$ cat src/rtl/dac_pwr_seq_pkg.sv
package dac_pwr_seq_pkg;

  typedef enum logic [2:0] {
    PH_OFF    = 3'd0,
    PH_WAIT   = 3'd1,
    PH_CLAMP  = 3'd2,
    PH_RAMP   = 3'd3,
    PH_RUN    = 3'd4,
    PH_DISCH  = 3'd5,
    PH_SETTLE = 3'd6
  } phase_e;

  // frame edges to wait in pin-strap mode for a speed code
  function automatic int unsigned wait_frames(input int unsigned base, input logic [1:0] spd);
    case (spd)
      2'b00:   return base;
      2'b01:   return base * 2;
      default: return base * 4;
    endcase
  endfunction

  // externally visible phase code; fixed settle reports as WAIT
  function automatic logic [2:0] status_code(input phase_e p);
    if (p == PH_SETTLE) return 3'(PH_WAIT);
    return 3'(p);
  endfunction

  function automatic logic is_powered(input phase_e p);
    return (p == PH_CLAMP) || (p == PH_RAMP) || (p == PH_RUN) || (p == PH_SETTLE);
  endfunction

endpackage

$ cat src/rtl/dac_pwr_seq_sync.sv
module dac_pwr_seq_sync (
  input  logic clk,
  input  logic arst_n,
  input  logic lrck,
  output logic frm_tick
);
  logic s1, s2, prev;

  always_ff @(posedge clk or negedge arst_n) begin
    if (!arst_n) begin
      s1   <= 1'b0;
      s2   <= 1'b0;
      prev <= 1'b0;
    end else begin
      s1   <= lrck;
      s2   <= s1;
      prev <= s2;
    end
  end

  assign frm_tick = s2 & ~prev;

  // a frame edge is a single-cycle event
  a_r2_tick_single: assert property (@(posedge clk) disable iff (!arst_n)
    frm_tick |=> !frm_tick);

endmodule

$ cat src/rtl/dac_pwr_seq_fsm.sv
module dac_pwr_seq_fsm
  import dac_pwr_seq_pkg::*;
#(
  parameter int unsigned WAIT_BASE   = 512,
  parameter int unsigned HOLD_FRAMES = 1000,
  parameter int unsigned RAMP_STEPS  = 10000,
  parameter int unsigned FIXED_CLKS  = 12500,
  parameter int unsigned DISCH_CLKS  = 5000,
  parameter int unsigned RW          = 14
) (
  input  logic          clk,
  input  logic          arst_n,
  input  logic          dac_rst_n,
  input  logic          pdn,
  input  logic          ctrl_mode,
  input  logic [1:0]    speed,
  input  logic          pop_en,
  input  logic          frm_tick,
  output phase_e        phase,
  output logic [RW-1:0] ramp_cnt
);
  localparam int unsigned MAX_A = (4 * WAIT_BASE > HOLD_FRAMES) ? 4 * WAIT_BASE : HOLD_FRAMES;
  localparam int unsigned MAX_B = (FIXED_CLKS > DISCH_CLKS) ? FIXED_CLKS : DISCH_CLKS;
  localparam int unsigned MAX_C = (MAX_A > MAX_B) ? MAX_A : MAX_B;
  localparam int unsigned CW    = $clog2(MAX_C + 1);

  localparam logic [CW-1:0] HOLD_LAST  = CW'(HOLD_FRAMES - 1);
  localparam logic [CW-1:0] FIXED_LAST = CW'(FIXED_CLKS - 1);
  localparam logic [CW-1:0] DISCH_LAST = CW'(DISCH_CLKS - 1);
  localparam logic [RW-1:0] RAMP_TOP   = RW'(RAMP_STEPS);
  localparam logic [RW-1:0] RAMP_LAST  = RW'(RAMP_STEPS - 1);

  phase_e        nxt;
  logic [CW-1:0] ph_cnt;
  logic [CW-1:0] wait_last;
  logic          armed;
  logic          pwr_dn;     // power-down request
  logic          up_start;   // register-mode power-up taken from OFF
  phase_e        up_phase;   // first powered phase

  assign pwr_dn   = !dac_rst_n || (ctrl_mode && pdn);
  assign up_phase = pop_en ? PH_CLAMP : PH_SETTLE;
  assign up_start = (phase == PH_OFF) && ctrl_mode && (nxt != PH_OFF);

  always_comb wait_last = CW'(wait_frames(WAIT_BASE, speed) - 1);

  always_comb begin
    nxt = phase;
    case (phase)
      PH_OFF: begin
        if (dac_rst_n) begin
          if (!ctrl_mode)          nxt = PH_WAIT;
          else if (armed && !pdn)  nxt = up_phase;
        end
      end
      PH_WAIT: begin
        if (pwr_dn)                                 nxt = PH_OFF;
        else if (frm_tick && ph_cnt == wait_last)   nxt = up_phase;
      end
      PH_CLAMP: begin
        if (pwr_dn)                                 nxt = pop_en ? PH_DISCH : PH_OFF;
        else if (frm_tick && ph_cnt == HOLD_LAST)   nxt = PH_RAMP;
      end
      PH_RAMP: begin
        if (pwr_dn)                                 nxt = pop_en ? PH_DISCH : PH_OFF;
        else if (frm_tick && ramp_cnt == RAMP_LAST) nxt = PH_RUN;
      end
      PH_SETTLE: begin
        if (pwr_dn)                                 nxt = pop_en ? PH_DISCH : PH_OFF;
        else if (ph_cnt == FIXED_LAST)              nxt = PH_RUN;
      end
      PH_RUN: begin
        if (pwr_dn)                                 nxt = pop_en ? PH_DISCH : PH_OFF;
      end
      PH_DISCH: begin
        if (ph_cnt == DISCH_LAST)                   nxt = PH_OFF;
      end
      default: nxt = PH_OFF;
    endcase
  end

  always_ff @(posedge clk or negedge arst_n) begin
    if (!arst_n) begin
      phase    <= PH_OFF;
      ph_cnt   <= '0;
      ramp_cnt <= '0;
      armed    <= 1'b0;
    end else begin
      phase <= nxt;

      if (nxt != phase) ph_cnt <= '0;
      else begin
        case (phase)
          PH_WAIT, PH_CLAMP:   if (frm_tick) ph_cnt <= ph_cnt + 1'b1;
          PH_SETTLE, PH_DISCH: ph_cnt <= ph_cnt + 1'b1;
          default:             ph_cnt <= '0;
        endcase
      end

      if (nxt == PH_RUN)                                        ramp_cnt <= RAMP_TOP;
      else if (phase == PH_RAMP && nxt == PH_RAMP && frm_tick)  ramp_cnt <= ramp_cnt + 1'b1;
      else if (nxt != PH_RAMP)                                  ramp_cnt <= '0;

      if (!dac_rst_n)    armed <= 1'b0;
      else if (pdn)      armed <= 1'b1;
      else if (up_start) armed <= 1'b0;
    end
  end

  // reset pin low keeps the stage unpowered
  a_r1_rst_unpowered: assert property (@(posedge clk) disable iff (!arst_n)
    !dac_rst_n |=> (phase == PH_OFF || phase == PH_DISCH));

  // register mode never leaves OFF without a seen high-then-low pdn
  a_r3_no_spurious_up: assert property (@(posedge clk) disable iff (!arst_n)
    (phase == PH_OFF && ctrl_mode && !armed) |=> phase == PH_OFF);

  // clamp held until a frame edge ends the hold
  a_r5_clamp_hold: assert property (@(posedge clk) disable iff (!arst_n)
    (phase == PH_CLAMP && !frm_tick && !pwr_dn) |=> phase == PH_CLAMP);

  // ramp advances one step per frame edge
  a_r6_ramp_step: assert property (@(posedge clk) disable iff (!arst_n)
    (phase == PH_RAMP && frm_tick && !pwr_dn) |=> ramp_cnt == $past(ramp_cnt) + 1'b1);

  // power-down from a powered phase acts on the next clock
  a_r7_prompt_down: assert property (@(posedge clk) disable iff (!arst_n)
    (is_powered(phase) && pwr_dn) |=> (phase == PH_DISCH || phase == PH_OFF));

  // discharge is not cut short
  a_r9_disch_min: assert property (@(posedge clk) disable iff (!arst_n)
    (phase == PH_DISCH && ph_cnt != DISCH_LAST) |=> phase == PH_DISCH);

endmodule

$ cat src/rtl/dac_pwr_seq_out.sv
module dac_pwr_seq_out
  import dac_pwr_seq_pkg::*;
#(
  parameter int unsigned RW         = 14,
  parameter int unsigned RAMP_STEPS = 10000
) (
  input  logic          clk,
  input  logic          arst_n,
  input  phase_e        phase,
  input  logic [RW-1:0] ramp_cnt,
  output logic          vq_en,
  output logic          clamp_gnd,
  output logic [RW-1:0] ramp_code,
  output logic          audio_en,
  output logic          buf_conn,
  output logic          sink_en,
  output logic [2:0]    status
);
  always_comb begin
    vq_en     = is_powered(phase);
    clamp_gnd = (phase == PH_CLAMP);
    buf_conn  = (phase == PH_RAMP) || (phase == PH_RUN) || (phase == PH_SETTLE);
    audio_en  = (phase == PH_RUN);
    sink_en   = (phase == PH_DISCH);
    ramp_code = ramp_cnt;
    status    = status_code(phase);
  end

  // audio only ever flows at the full quiescent code
  a_r6_audio_full: assert property (@(posedge clk) disable iff (!arst_n)
    audio_en |-> ramp_code == RW'(RAMP_STEPS));

endmodule

$ cat src/rtl/dac_pwr_seq.sv
module dac_pwr_seq
  import dac_pwr_seq_pkg::*;
#(
  parameter int unsigned WAIT_BASE   = 512,
  parameter int unsigned HOLD_FRAMES = 1000,
  parameter int unsigned RAMP_STEPS  = 10000,
  parameter int unsigned FIXED_CLKS  = 12500,
  parameter int unsigned DISCH_CLKS  = 5000,
  parameter int unsigned RW          = 14
) (
  input  logic          clk,
  input  logic          arst_n,
  input  logic          lrck,
  input  logic          dac_rst_n,
  input  logic          pdn,
  input  logic          ctrl_mode,
  input  logic [1:0]    speed,
  input  logic          pop_en,
  output logic          vq_en,
  output logic          clamp_gnd,
  output logic [RW-1:0] ramp_code,
  output logic          audio_en,
  output logic          buf_conn,
  output logic          sink_en,
  output logic [2:0]    status
);
  logic          frm_tick;
  phase_e        phase;
  logic [RW-1:0] ramp_cnt;

  dac_pwr_seq_sync u_sync (
    .clk      (clk),
    .arst_n   (arst_n),
    .lrck     (lrck),
    .frm_tick (frm_tick)
  );

  dac_pwr_seq_fsm #(
    .WAIT_BASE   (WAIT_BASE),
    .HOLD_FRAMES (HOLD_FRAMES),
    .RAMP_STEPS  (RAMP_STEPS),
    .FIXED_CLKS  (FIXED_CLKS),
    .DISCH_CLKS  (DISCH_CLKS),
    .RW          (RW)
  ) u_fsm (
    .clk       (clk),
    .arst_n    (arst_n),
    .dac_rst_n (dac_rst_n),
    .pdn       (pdn),
    .ctrl_mode (ctrl_mode),
    .speed     (speed),
    .pop_en    (pop_en),
    .frm_tick  (frm_tick),
    .phase     (phase),
    .ramp_cnt  (ramp_cnt)
  );

  dac_pwr_seq_out #(
    .RW         (RW),
    .RAMP_STEPS (RAMP_STEPS)
  ) u_out (
    .clk       (clk),
    .arst_n    (arst_n),
    .phase     (phase),
    .ramp_cnt  (ramp_cnt),
    .vq_en     (vq_en),
    .clamp_gnd (clamp_gnd),
    .ramp_code (ramp_code),
    .audio_en  (audio_en),
    .buf_conn  (buf_conn),
    .sink_en   (sink_en),
    .status    (status)
  );

endmodule

$ cat config.mk
export PLATFORM = sky130hd
export DESIGN_NAME = dac_pwr_seq
export DESIGN_NICKNAME = d
export VERILOG_FILES = /design/src/rtl/dac_pwr_seq_pkg.sv /design/src/rtl/dac_pwr_seq_sync.sv /design/src/rtl/dac_pwr_seq_fsm.sv /design/src/rtl/dac_pwr_seq_out.sv /design/src/rtl/dac_pwr_seq.sv
export SDC_FILE = /design/constraint.sdc
export NUM_CORES = 1
export LEC_CHECK = 0
export BUFFER_PORTS_ARGS = -buffer_cell sky130_fd_sc_hd__clkbuf_2
export CORE_MARGIN = 2
export CORE_UTILIZATION = 45
export CTS_BUF_LIST = sky130_fd_sc_hd__clkbuf_16
export DETAILED_ROUTE_END_ITERATION = 7
export GPL_ROUTABILITY_DRIVEN = 0
export PLACE_DENSITY_LB_ADDON = 0.1
export SLEW_MARGIN = 25
export SYNTH_ARGS = -nofsm -noshare
export SYNTH_HDL_FRONTEND = slang
export SYNTH_HIERARCHICAL = 1
export SYNTH_SLANG_ARGS = --single-unit
$ cat constraint.sdc
create_clock -name clk -period 5.3 [get_ports clk]
set_clock_uncertainty 0.1 [all_clocks]
set_input_delay 0.795 -clock clk [delete_from_list [all_inputs] [get_ports clk]]
set_output_delay 0.795 -clock clk [all_outputs]
set_load 0.05 [all_outputs]
Word-level counts from Yosys, hierarchy flattened --
Cells that the tools add are included.
Cells by class: add/subtract/negate cells 3, equal/unequal tests 18, multiplexer cells 29, bitwise logic cells 2, reductions and logical operators 23
Operator list (count):
- 14-bit two-way mux | 5
- 3-bit two-way mux | 17
- 14-bit by 1-bit adder with 14-bit output, second input constant | 2
- 14-bit equality test, second input constant | 2
- 14-bit one-hot mux with 2 select lines | 1
- 12-bit one-hot mux with 2 select lines | 1
- 3-bit one-hot mux with 7 select lines | 1
- 14-bit by 10-bit equality test with 1-bit output, second input constant | 1
- 14-bit by 13-bit equality test with 1-bit output, second input constant | 1
- 14-bit equality test | 1
- 12-bit by 1-bit subtractor with 13-bit output, second input constant | 1
- 3-bit equality test, second input constant | 4
- 3-bit by 2-bit equality test with 1-bit output, second input constant | 3
- 1-bit logical AND | 9
- 1-bit logical OR | 6
- 3-bit by 1-bit inequality test with 1-bit output, second input constant | 2
- 3-bit nonzero test | 2
- 1-bit two-way mux | 4
- 2-bit OR reduction | 2
- 3-bit by 1-bit equality test with 1-bit output, second input constant | 1
- 3-bit logical NOT | 1
- 3-bit by 2-bit inequality test with 1-bit output, second input constant | 1
- 3-bit inequality test | 1
- 2-bit by 1-bit equality test with 1-bit output, second input constant | 1
- 4 further kinds | 5
Storage, ports and cells: register bits 35, input bits 9, output and inout bits 22

Logic depth before layout (Yosys ltp) --
depth in word-level cells 13, mapped depth 9, depth with buffers taken out 8

Cells and area by module --
Netlist, hierarchy kept.
By module, submodules not included:
- dac_pwr_seq_fsm | times used 1, cells an instance 225, area an instance 2078.2 um^2, seq. area each 800.8 um^2
- dac_pwr_seq_out | times used 1, cells an instance 26, area an instance 181.4 um^2, seq. area each 0.0 um^2
- dac_pwr_seq_sync | times used 1, cells an instance 4, area an instance 88.8 um^2, seq. area each 75.1 um^2

Worst setup path after synthesis --
OpenSTA, ideal clock, no wires.
path type input port to flip-flop, from input port speed[1], to register u_fsm.ph_cnt[10], setup time 119 ps, arrival 3124 ps, slack 1957 ps, stages 9, cells stage by stage or2_2 > ha_1 > xor3_1 > a2111oi_4 > a21boi_1 > or4b_4 > a22oi_2 > buf_4 > nor2_1
Between the ends: longest elaborated chain between the ends 10, elaborated cells on any way between the ends 12
Ends and longest elaborated chain:
- start, declared | line dac_pwr_seq.sv:17 | input logic [1:0] speed,
- 2-bit by 1-bit equality test with 1-bit output / 2-bit logical NOT (equally long branches) | line dac_pwr_seq_pkg.sv:15 | case (spd)
- 12-bit one-hot mux with 2 select lines (*) | line dac_pwr_seq_pkg.sv:15
- 12-bit by 1-bit subtractor with 13-bit output (*) | line dac_pwr_seq_fsm.sv:45 | always_comb wait_last = CW'(wait_frames(WAIT_BASE, speed) - 1);
- 14-bit equality test (*) | line dac_pwr_seq_fsm.sv:58 | else if (frm_tick && ph_cnt == wait_last) nxt = up_phase;
- 1-bit logical AND (*) | line dac_pwr_seq_fsm.sv:58
- 3-bit two-way mux (*) | line dac_pwr_seq_fsm.sv:58
- 3-bit two-way mux (*) | line dac_pwr_seq_fsm.sv:57 | if (pwr_dn) nxt = PH_OFF;
- 3-bit one-hot mux with 7 select lines (*) | line dac_pwr_seq_fsm.sv:49 | case (phase)
- via u_fsm.nxt[0] | line dac_pwr_seq_fsm.sv:33 | phase_e nxt;
- 3-bit inequality test (*) | line dac_pwr_seq_fsm.sv:91 | if (nxt != phase) ph_cnt <= '0;
- 3-bit by 1-bit inequality test with 1-bit output (no line) / 14-bit two-way mux (equally long branches)
- end signal, assigned | line dac_pwr_seq_fsm.sv:94 | PH_WAIT, PH_CLAMP: if (frm_tick) ph_cnt <= ph_cnt + 1'b1;
- end signal, assigned | line dac_pwr_seq_fsm.sv:95 | PH_SETTLE, PH_DISCH: ph_cnt <= ph_cnt + 1'b1;
- end, declared | line dac_pwr_seq_fsm.sv:34 | logic [CW-1:0] ph_cnt;
The timed path passes the listed nets; every way through them passes the cells marked *. A chain may end at the register's enable or synchronous reset.

Worst setup path in the final report --
from input port speed[1], to register u_fsm.ph_cnt[5]
The elaborated chain is that of the path after synthesis.

==> metrics.csv <==
stage,metric,value,unit
pwr,p_leak,1.09,nW
global_routing,grt_max_degree,36,
placed_design,hpwlAfterDp,3310,µm
sta,rsz0062_at_grt,no,
synthesis,synth_cell_types,55,
sta,period_share,0.664,
pwr,totalPowerFinal,0.952,mW
setup_path,slowest_stage,a22oi_2,
setup_path,worstPathRequired,5.32,ns
clock_network,insertion_delay,0.27,ns
routing,via_per_inst,5.40,
synthesis,netlist_area,2350,µm²
clock_network,clk_pin_slew,0.05,ns
finish,fill_cells,522,
placed_design,place_ws,1.46,ns
hold_path,hp-class,flop to flop,
global_routing,antenna_found_initial,0,
synthesis,seq_area_frac_synth,0.373,
floorplan,dieArea,5810,µm²
pwr,peakVddDrop,0.175,mV
finish,layout_commonest_cell,nor2_1,
sta,worst_pin_slew,0.844,ns
sta,maxSlewHeadroom,0.437,
clock_network,cts_tree,yes,
routing,ant_nets,0,
routing,highest_layer,met4,
global_routing,grt_pass1_wl,8190,µm
routing,route.detailed.drc,0,
setup_path,r2r-end,u_fsm/ph_cnt[5],
pwr,p_int,0.564,mW
routing,wl_per_cell,13.6,µm
routing,drt_iter0_markers,105,
placed_design,io_buffers,30,
clock_network,cts_buffer_depth,2,
finish,multi_input_area,1300,µm²
synthesis,syn_area_per_cell,9.21,µm²
routing,met1_length,2250,µm
placed_design,placedCellCount,331,
run_status,outcome,completed,
pwr,p_sw,0.389,mW
sta,layout_setup_ws,1.78,ns
setup_path,r2r-start,u_fsm/ph_cnt[0],
setup_path,crit_fanout,14,
hold_path,hold_depth,0,
synthesis,syn_nets,268,
pwr,combPwrFrac,0.348,
finish,nets,281,
floorplan,num_rows,26,
finish,fin_util,0.506,
routing,dr.pass1.iters,4,
clock_network,cts_sinks,35,
setup_path,rrSetupSlack,2.01,ns
setup_path,max_stage_delay,0.57,ns
synthesis,yosys_warnings,6,
clock_network,cts_hold_buf,0,
finish,layout_common_cells,"36 x nor2_1, 35 x dfrtp_1, 30 x clkbuf_2",
floorplan,core,5070,µm²
global_routing,gr-total-overflow,0,
sta,hold_viol_final,0,
synthesis,ys_async_sr_fraction,1.00,
sta,min_period,3.52,ns
routing,vias,1831,
sta,fin_setup_tns,0,ns
run,cap_violations,0,
floorplan,io_pins,31,
synthesis,synth-seq-cells,35,
clock_network,postCtsSetupBuffers,0,
pwr,clkPwrFrac,0.282,
sta,slew_viol_final,0,
synthesis,syn-instance-count,255,
finish,layoutNonFillerInstCount,339,
pwr,sw_frac_of_total,0.408,
setup_path,cp_data_arrival_time,3.54,ns
pwr,power_density,371,nW/µm²
hold_path,min_to,u_sync/s2,
clock_network,ctsResizeCount,0,
finish,antenna_cells,0,
sta,clock.fmax,284,MHz
setup_path,path_delay_family,compound AO/OA/AOI/OAI gates,
setup_path,startpoint_type,input port,
sta,setup_viol,0,
routing,routed_wl,4620,µm
hold_path,hold_path_startpoint,u_sync/s1,
floorplan,initial_utilization,0.463,
routing,route.met3.wl,140,µm
setup_path,critPathKind,input port to flop,
clock_network,cts-root-buf,clkbuf_16,
synthesis,synthFlopType,dfrtp_1,
setup_path,cp.buffers_inverters,1,
setup_path,cp-end-kind,flop,
floorplan,die_h,76.2,µm
clock_network,cts_buffers,5,
global_routing,track_usage,0.173,
routing,wl_met2,2150,µm
global_routing,grt_pass1_vias,1701,
pwr,seq_power_share,0.370,
finish,regArea,876,µm²
synthesis,synth_edf_count,0,
finish,area_delta_synth_final,9.32,%
finish,layout-drive-gt1-share,0.178,
setup_path,crit_chain,clkbuf_2 -> or2_2 -> ha_1 -> xor3_1 -> a2111oi_4 -> a21boi_1 -> or4b_4 -> a22oi_2 -> nor3_1,
floorplan,die_x,76.2,µm
clock_network,ctsHtreeMaxLevel,2,
setup_path,reg2reg_depth,7,
## Yosys cell counts (2+ instances only)
library cell | instances | area (µm²)
nand4_1 | 9 | 56.3
inv_1 | 5 | 18.8
a21oi_1 | 4 | 20.0
and4b_1 | 4 | 40.0
and4_1 | 5 | 43.8
a21boi_0 | 2 | 15.0
and3_1 | 4 | 25.0
and2_1 | 2 | 12.5
ha_1 | 4 | 50.1
nor4b_1 | 2 | 17.5
nor3b_1 | 5 | 37.5
buf_4 | 15 | 113
nand3_1 | 15 | 75.1
nor2_1 | 36 | 135
nor2b_1 | 6 | 37.5
xor2_1 | 16 | 140
mux2i_1 | 2 | 20.0
o21ai_1 | 3 | 15.0
nand2b_1 | 3 | 18.8
nor3_1 | 6 | 30.0
a31oi_1 | 3 | 18.8
nand2_1 | 14 | 52.6
o21a_1 | 3 | 22.5
clkbuf_1 | 7 | 26.3
dfrtp_1 | 35 | 876
xnor2_1 | 11 | 96.3
o21ai_0 | 6 | 30.0
## power groups by stage
stage,logic [mW],clock network (mW),registers [mW]
after detailed placement,0.334,0,0.357
after global routing,0.357,0.289,0.360
after CTS,0.335,0.277,0.352
after floorplan,0.316,0,0.321
after global placement,0.331,0,0.357
final,0.331,0.269,0.352
## routing by layer
| layer | GRT usage | vias up |
|---|---|---|
| met5 | 0 | - |
| met4 | 0.0691 | 0 |
| met3 | 0.0367 | 6 |
| met2 | 0.265 | 31 |
| met1 | 0.238 | 877 |
| li1 | - | 917 |
## logic make-up after synthesis
kind of cell	after synthesis	share of synthesized area
muxes	2	0.00852
xor gates and xnor gates	28	0.111
AOI/OAI and AO/OA	33	0.109
buffers and inverters	29	0.0741
and+or+nand+nor	124	0.304
adders and majority gates	4	0.0213
DFF	35	0.373
## flip-flops by register name (all words and copies together) (netlist names)
name	count
u_fsm/armed	1
u_fsm/ph_cnt	14
u_fsm/phase	3
u_fsm/ramp_cnt	14
u_sync/prev	1
u_sync/s1	1
u_sync/s2	1
## cell type report
type | instances | area share
flip-flops and latches | 35 | 0.341
repair buffers | 30 | 0.0585
clock inverters | 3 | 0.00439
multi-input cells | 191 | 0.506
clock buffers | 5 | 0.0487
well taps | 70 | 0.0341
inverters | 5 | 0.00731
## worst register-to-register path: stages (launching register included)
cell and delay (ns):
dfrtp_1 0.43, ha_1 0.30, nor4b_1 0.49, nand4_1 0.23
a32o_1 0.32, or4b_4 0.57, a22oi_2 0.57, nor3_1 0.14
## stage by stage
step                      cell area, µm²  hold slack [ns]
after floorplan                     2350            0.231
after global placement              2430            0.236
after detailed placement            2430            0.235
after CTS                           2570            0.246
after global routing                2570            0.264
final                               2570            0.245
## how the worst max path moves through the flow
stage	start	end	slack, ns	depth (start not counted)
2_1_floorplan	speed[1]	u_fsm/ph_cnt[10]	1.96	9
3_3_place_gp	speed[1]	u_fsm/ph_cnt[5]	1.51	9
3_5_place_dp	speed[1]	u_fsm/ph_cnt[5]	1.46	9
4_1_cts	speed[1]	u_fsm/ph_cnt[5]	1.74	9
5_1_grt	speed[1]	u_fsm/ph_cnt[6]	1.57	9
6_report	speed[1]	u_fsm/ph_cnt[5]	1.78	9
Power figures use the tool's default switching activity.
